--- config.mk ---
export PLATFORM = sky130hd
export DESIGN_NAME = embsync_decoder
export DESIGN_NICKNAME = d
export VERILOG_FILES = /design/src/rtl/embsync_pkg.sv /design/src/rtl/embsync_trc_det.sv /design/src/rtl/embsync_demux.sv /design/src/rtl/embsync_decoder.sv
export SDC_FILE = /design/constraint.sdc
export NUM_CORES = 1
export LEC_CHECK = 0
export CAP_MARGIN = 40
export CORE_ASPECT_RATIO = 1.1
export CORE_UTILIZATION = 36
export DETAILED_ROUTE_END_ITERATION = 8
export DONT_BUFFER_PORTS = 1
export SYNTH_ARGS = -nofsm -noshare
export SYNTH_HDL_FRONTEND = slang
export SYNTH_HIERARCHICAL = 1
export SYNTH_SLANG_ARGS = --single-unit
--- constraint.sdc ---
create_clock -name clk -period 1.7 [get_ports clk]
set_clock_uncertainty 0.1 [all_clocks]
set_input_delay 0.255 -clock clk [delete_from_list [all_inputs] [get_ports clk]]
set_output_delay 0.255 -clock clk [all_outputs]
set_load 0.03 [all_outputs]
--- src/rtl/embsync_pkg.sv ---
package embsync_pkg;
    typedef enum logic [1:0] {
        TRC_IDLE,
        TRC_FF,
        TRC_Z1,
        TRC_Z2
    } trc_state_t;

    typedef enum logic [1:0] {
        SLOT_CB = 2'd0,
        SLOT_Y0 = 2'd1,
        SLOT_CR = 2'd2,
        SLOT_Y1 = 2'd3
    } slot_t;
endpackage

--- src/rtl/embsync_trc_det.sv ---
module embsync_trc_det
    import embsync_pkg::*;
#(
    parameter int W = 8
) (
    input  logic         clk,
    input  logic         rst,
    input  logic         in_valid,
    input  logic [W-1:0] in_byte,
    output logic         status_now,
    output logic         fld,
    output logic         vblank,
    output logic         hsync,
    output logic         sav_pulse,
    output logic         eav_pulse
);
    localparam logic [W-1:0] ALL_ONES = {W{1'b1}};
    localparam logic [W-1:0] ALL_ZERO = '0;
    localparam int F_BIT = W - 2;
    localparam int V_BIT = W - 3;
    localparam int H_BIT = W - 4;

    trc_state_t state, state_nx;

    assign status_now = in_valid && (state == TRC_Z2);

    always_ff @(posedge clk) begin
        if (rst) state <= TRC_IDLE;
        else     state <= state_nx;
    end

    always_comb begin
        state_nx = state;
        if (in_valid) begin
            unique case (state)
                TRC_IDLE: state_nx = (in_byte == ALL_ONES) ? TRC_FF : TRC_IDLE;
                TRC_FF:   state_nx = (in_byte == ALL_ZERO) ? TRC_Z1 :
                                     (in_byte == ALL_ONES) ? TRC_FF : TRC_IDLE;
                TRC_Z1:   state_nx = (in_byte == ALL_ZERO) ? TRC_Z2 :
                                     (in_byte == ALL_ONES) ? TRC_FF : TRC_IDLE;
                TRC_Z2:   state_nx = TRC_IDLE;
            endcase
        end
    end

    always_ff @(posedge clk) begin
        if (rst) begin
            fld       <= 1'b0;
            vblank    <= 1'b0;
            hsync     <= 1'b0;
            sav_pulse <= 1'b0;
            eav_pulse <= 1'b0;
        end else begin
            sav_pulse <= 1'b0;
            eav_pulse <= 1'b0;
            if (status_now) begin
                fld       <= in_byte[F_BIT];
                vblank    <= in_byte[V_BIT];
                hsync     <= in_byte[H_BIT];
                sav_pulse <= !in_byte[H_BIT];
                eav_pulse <= in_byte[H_BIT];
            end
        end
    end

    assert_one_cycle_sav_R3: assert property (@(posedge clk) disable iff (rst)
        sav_pulse |=> !sav_pulse);
    assert_one_cycle_eav_R3: assert property (@(posedge clk) disable iff (rst)
        eav_pulse |=> !eav_pulse);
    assert_flags_hold_R4: assert property (@(posedge clk) disable iff (rst)
        !(sav_pulse || eav_pulse) |-> ($stable(fld) && $stable(vblank) && $stable(hsync)));
    assert_status_ends_code_R1: assert property (@(posedge clk) disable iff (rst)
        (state == TRC_Z2 && in_valid) |=> (state == TRC_IDLE));
    assert_broken_prefix_idle_R8: assert property (@(posedge clk) disable iff (rst)
        (state == TRC_FF && in_valid && in_byte != ALL_ONES && in_byte != ALL_ZERO)
        |=> (state == TRC_IDLE));
    assert_no_valid_no_move_R9: assert property (@(posedge clk) disable iff (rst)
        !in_valid |=> ($stable(state) && !sav_pulse && !eav_pulse));
endmodule

--- src/rtl/embsync_demux.sv ---
module embsync_demux
    import embsync_pkg::*;
#(
    parameter int W = 8
) (
    input  logic         clk,
    input  logic         rst,
    input  logic         in_valid,
    input  logic [W-1:0] in_byte,
    input  logic         status_now,
    output logic [1:0]   phase,
    output logic         pix_valid,
    output logic [W-1:0] pix_cb,
    output logic [W-1:0] pix_y0,
    output logic [W-1:0] pix_cr,
    output logic [W-1:0] pix_y1
);
    localparam int NHOLD = 3;
    localparam int V_BIT = W - 3;
    localparam int H_BIT = W - 4;

    logic [W-1:0] hold [NHOLD];
    logic         active;
    logic         last_slot;

    assign last_slot = (phase == SLOT_Y1);

    for (genvar g = 0; g < NHOLD; g++) begin : g_hold
        always_ff @(posedge clk) begin
            if (rst) hold[g] <= '0;
            else if (in_valid && !status_now && phase == 2'(g)) hold[g] <= in_byte;
        end
    end

    always_ff @(posedge clk) begin
        if (rst) begin
            phase  <= SLOT_CB;
            active <= 1'b0;
        end else if (in_valid) begin
            if (status_now) begin
                active <= !in_byte[H_BIT] && !in_byte[V_BIT];
                phase  <= in_byte[H_BIT] ? phase + 2'd1 : SLOT_CB;
            end else begin
                phase  <= phase + 2'd1;
            end
        end
    end

    always_ff @(posedge clk) begin
        if (rst) begin
            pix_valid <= 1'b0;
            pix_cb    <= '0;
            pix_y0    <= '0;
            pix_cr    <= '0;
            pix_y1    <= '0;
        end else begin
            pix_valid <= 1'b0;
            if (in_valid && last_slot && active && !status_now) begin
                pix_valid <= 1'b1;
                pix_cb    <= hold[SLOT_CB];
                pix_y0    <= hold[SLOT_Y0];
                pix_cr    <= hold[SLOT_CR];
                pix_y1    <= in_byte;
            end
        end
    end

    assert_pix_single_R5: assert property (@(posedge clk) disable iff (rst)
        pix_valid |=> !pix_valid);
    assert_idle_no_pix_R9: assert property (@(posedge clk) disable iff (rst)
        !in_valid |=> (!pix_valid && $stable(phase)));
endmodule

--- src/rtl/embsync_decoder.sv ---
module embsync_decoder #(
    parameter int W = 8
) (
    input  logic         clk,
    input  logic         rst,
    input  logic         in_valid,
    input  logic [W-1:0] in_byte,
    output logic         fld,
    output logic         vblank,
    output logic         hsync,
    output logic         sav_pulse,
    output logic         eav_pulse,
    output logic         pix_valid,
    output logic [W-1:0] pix_cb,
    output logic [W-1:0] pix_y0,
    output logic [W-1:0] pix_cr,
    output logic [W-1:0] pix_y1
);
    logic       status_now;
    logic [1:0] phase;

    embsync_trc_det #(.W(W)) u_det (
        .clk        (clk),
        .rst        (rst),
        .in_valid   (in_valid),
        .in_byte    (in_byte),
        .status_now (status_now),
        .fld        (fld),
        .vblank     (vblank),
        .hsync      (hsync),
        .sav_pulse  (sav_pulse),
        .eav_pulse  (eav_pulse)
    );

    embsync_demux #(.W(W)) u_dmx (
        .clk        (clk),
        .rst        (rst),
        .in_valid   (in_valid),
        .in_byte    (in_byte),
        .status_now (status_now),
        .phase      (phase),
        .pix_valid  (pix_valid),
        .pix_cb     (pix_cb),
        .pix_y0     (pix_y0),
        .pix_cr     (pix_cr),
        .pix_y1     (pix_y1)
    );

    assert_pulses_exclusive_R3: assert property (@(posedge clk) disable iff (rst)
        !(sav_pulse && eav_pulse));
    assert_sav_realigns_R7: assert property (@(posedge clk) disable iff (rst)
        sav_pulse |-> (phase == 2'd0));
    assert_no_pix_in_blank_R6: assert property (@(posedge clk) disable iff (rst)
        pix_valid |-> (!vblank && !hsync));
    assert_code_not_pixel_R11: assert property (@(posedge clk) disable iff (rst)
        eav_pulse |-> !pix_valid);
endmodule

==> out/results.tsv <==
metric	value	unit
synth_cells	250	
cts-root-buf	clkbuf_8	
drc_errors	4	
setup_viol	0	
path_depth	5	
synth_top_cells_by_area	dfxtp_1 32%, edfxtp_1 27%, nand2_1 7.6%	
p_leak	1.11	nW
syn_nets	265	
yosys.area.top_type_share	0.317	
start_util	0.378	
fmax	632	MHz
r2r-start	u_det/state[0]	
core_area	0.00717	sq mm
h-tree-depth	3	
via_per_inst	4.99	
r2r_end	u_dmx/hold[0][1]	
swShare	0.216	
post-route-util	0.430	
p_per_area	1020	mW/mm^2
antenna_cells	0	
yosys_warnings	6	
path_clk_slew	0.07	ns
synth_edf_count	24	
die_y	93.0	microns
area_growth	13.5	%
hold_class	input pin to flip-flop	
cts_tree	yes	
grt_pass1_wl	9170	microns
endpoint	u_dmx/hold[0][1]	
cts_resized	0	
register_area	0.00158	sq mm
clk_latency	0.34	ns
place_hpwl	3330	microns
maxCapViolations	0	
clock_path_buffers	2	
maxSlewViolCount	0	
cp_max_fo	8	
cp_top_family	simple AND/OR/NAND/NOR gates	
p_int	2.46	mW
cp_slowest_stage_delay	0.37	ns
drive_gt1_frac	0.202	
ys_ff_latch	67	
dieArea	0.00789	sq mm
grt_pass1_vias	1807	
io-pin-count	49	
hold_violations	0	
post-synth-top-count-cell	nand2_1	
irDropWorstVdd	0.357	mV
ys_seq_area_frac	0.583	
synth.avg_cell_area	10.9	sq um
period_share	0.931	
crit_slowest_cell	dfxtp_1	
worstRegToRegCells	5	
synth_top_area_cell	dfxtp_1	
outcome	finished, violations left	
cts_buffers	9	
wl_per_cell	15.6	microns
clock-sinks	67	
drtIter0Drc	76	
die_w	84.8	microns
io_buffers	0	
grt-ovfl-total	0	
syn_area	0.00271	sq mm
tns	0	ns
drt-total-wl	5560	microns
startpoint	u_det/state[0]	
antenna_found_initial	0	
arrival	1.58	ns
num_rows	32	
fin_nets	282	
fillCellCount	695	
ant_nets	0	
p_sw	0.680	mW
power_frac_clock	0.416	
worst_setup_path_start_kind	flip-flop	
required	1.70	ns
dr.pass1.iters	8	
pwr-share-comb	0.036	
via_count	1783	
synth.cells.most_frequent	55 x nand2_1, 43 x dfxtp_1, 24 x and2_1, 24 x edfxtp_1, 20 x a21oi_1	
grt_max_degree	44	
crit_buf_inv	1	
place.gp.congestion	0.708	
rsz0062_at_grt	false	
slew_headroom	0.738	
cp_cell_sequence	nand3_1, inv_2, and2b_1, and3b_1, and2_1	
ys_types	36	
power_frac_seq	0.548	
end_kind	flip-flop	
async_flop_share	0	
multiInputGateArea	0.00102	sq mm
synthFlopType	dfxtp_1	
grt_usage	0.157	
worst-setup-path-type	flip-flop to flip-flop	
tightest_slew	0.393	ns
period_minus_slack	1.58	ns
reg2reg_slack	0.12	ns
violations	DRC	
## cells in the final DEF, fill, tap and decap left out, drive strengths merged, types with 2 or more instances in the layout
cell type,netlist,routed
dfxtp,43,43
clkbuf,2,11
mux2i,4,4
edfxtp,24,24
a21oi,35,35
nand2,65,65
and2,24,24
nor4,2,2
dlygate4sd3,0,9
ha,4,4
inv,3,3
clkinv,0,3
nand4,2,2
nand2b,5,5
nand3,4,4
and3b,3,3
nor2,8,8
buf,10,9
a21o,2,2
## power by group through the flow
stage               combinational (mW)  clock [mW]  sequential [mW]
finish                           0.113        1.31             1.72
global route                     0.127        1.42             1.72
CTS                              0.115        1.34             1.72
detailed placement              0.0650           0             1.76
global placement                0.0634           0             1.76
floorplan                       0.0731           0             1.75
## metrics by stage
step / instance area [sq um] / setup slack [ns] / hold WS [ns] / instances / total power [mW]
2_1_floorplan: 2710 / 0.0180 / 0.224 / 250 / 1.82
3_3_place_gp: 2760 / 0.124 / 0.228 / 329 / 1.82
3_5_place_dp: 2760 / 0.0802 / 0.231 / 329 / 1.82
4_1_cts: 3060 / 0.0607 / 0.000663 / 355 / 3.17
5_1_grt: 3080 / 0.0108 / 0.00130 / 357 / 3.27
6_report: 3080 / 0.117 / 0.0121 / 357 / 3.14
## repair_timing
action                                  in CTS  in global routing
buffers inserted                             0                  2
hold endpoints to repair                    44                  0
hold buffers                                10                  0
endpoints found under the setup margin       0                 16
## sequential cells by signal, summed over array words and instances (netlist names)
name and cells:
u_dmx/active 1, u_det/vblank 1, u_dmx/hold 24, u_dmx/pix_cb 8, u_det/eav_pulse 1, u_det/fld 1, u_dmx/pix_y1 8, u_dmx/pix_valid 1
u_det/sav_pulse 1, u_det/hsync 1, u_dmx/phase 2, u_det/state 2, u_dmx/pix_y0 8, u_dmx/pix_cr 8
## cells by family (layout without fill, tap and decap cells)
logic type               count (synthesis)  after routing  share of synthesized area
multiplexers                             4              4                     0.0148
flip-flops                              67             67                      0.583
buffers and inverters                   15             37                     0.0424
AO/OA/AOI/OAI                           40             40                      0.107
AND/OR/NAND/NOR                        120            120                      0.235
adder cells (fa/ha/maj)                  4              4                     0.0185
## final cells by class
type	count	share of cell area
sequential	67	0.514
tap	85	0.0345
clock inverter	5	0.0171
timing repair buffer	18	0.0553
inverter	3	0.00366
clock buffer	11	0.0459
multi-input combinational	168	0.330
## routing by layer
| layer | global-route usage | share of wire | vias up |
|---|---|---|---|
| met4 | 0.0805 | 0.021 | 0 |
| met2 | 0.253 | 0.46 | 53 |
| met3 | 0.0415 | 0.059 | 11 |
| met5 | 0 | 0 | - |
| met1 | 0.193 | 0.46 | 848 |
| li1 | - | - | 871 |
## how the worst min path moves through the flow
stage,slack [ns],startpoint,depth (start not counted),endpoint
after floorplan,0.22,rst,1,u_det/state[1]
after global placement,0.23,rst,1,u_dmx/pix_y1[6]
after detailed placement,0.23,rst,1,u_dmx/pix_y1[3]
after CTS,0.0007,in_byte[3],1,u_dmx/hold[0][3]
after global routing,0.001,in_byte[3],1,u_dmx/hold[0][3]
final,0.01,in_byte[6],1,u_dmx/hold[2][6]
Power figures use the tool's default switching activity.
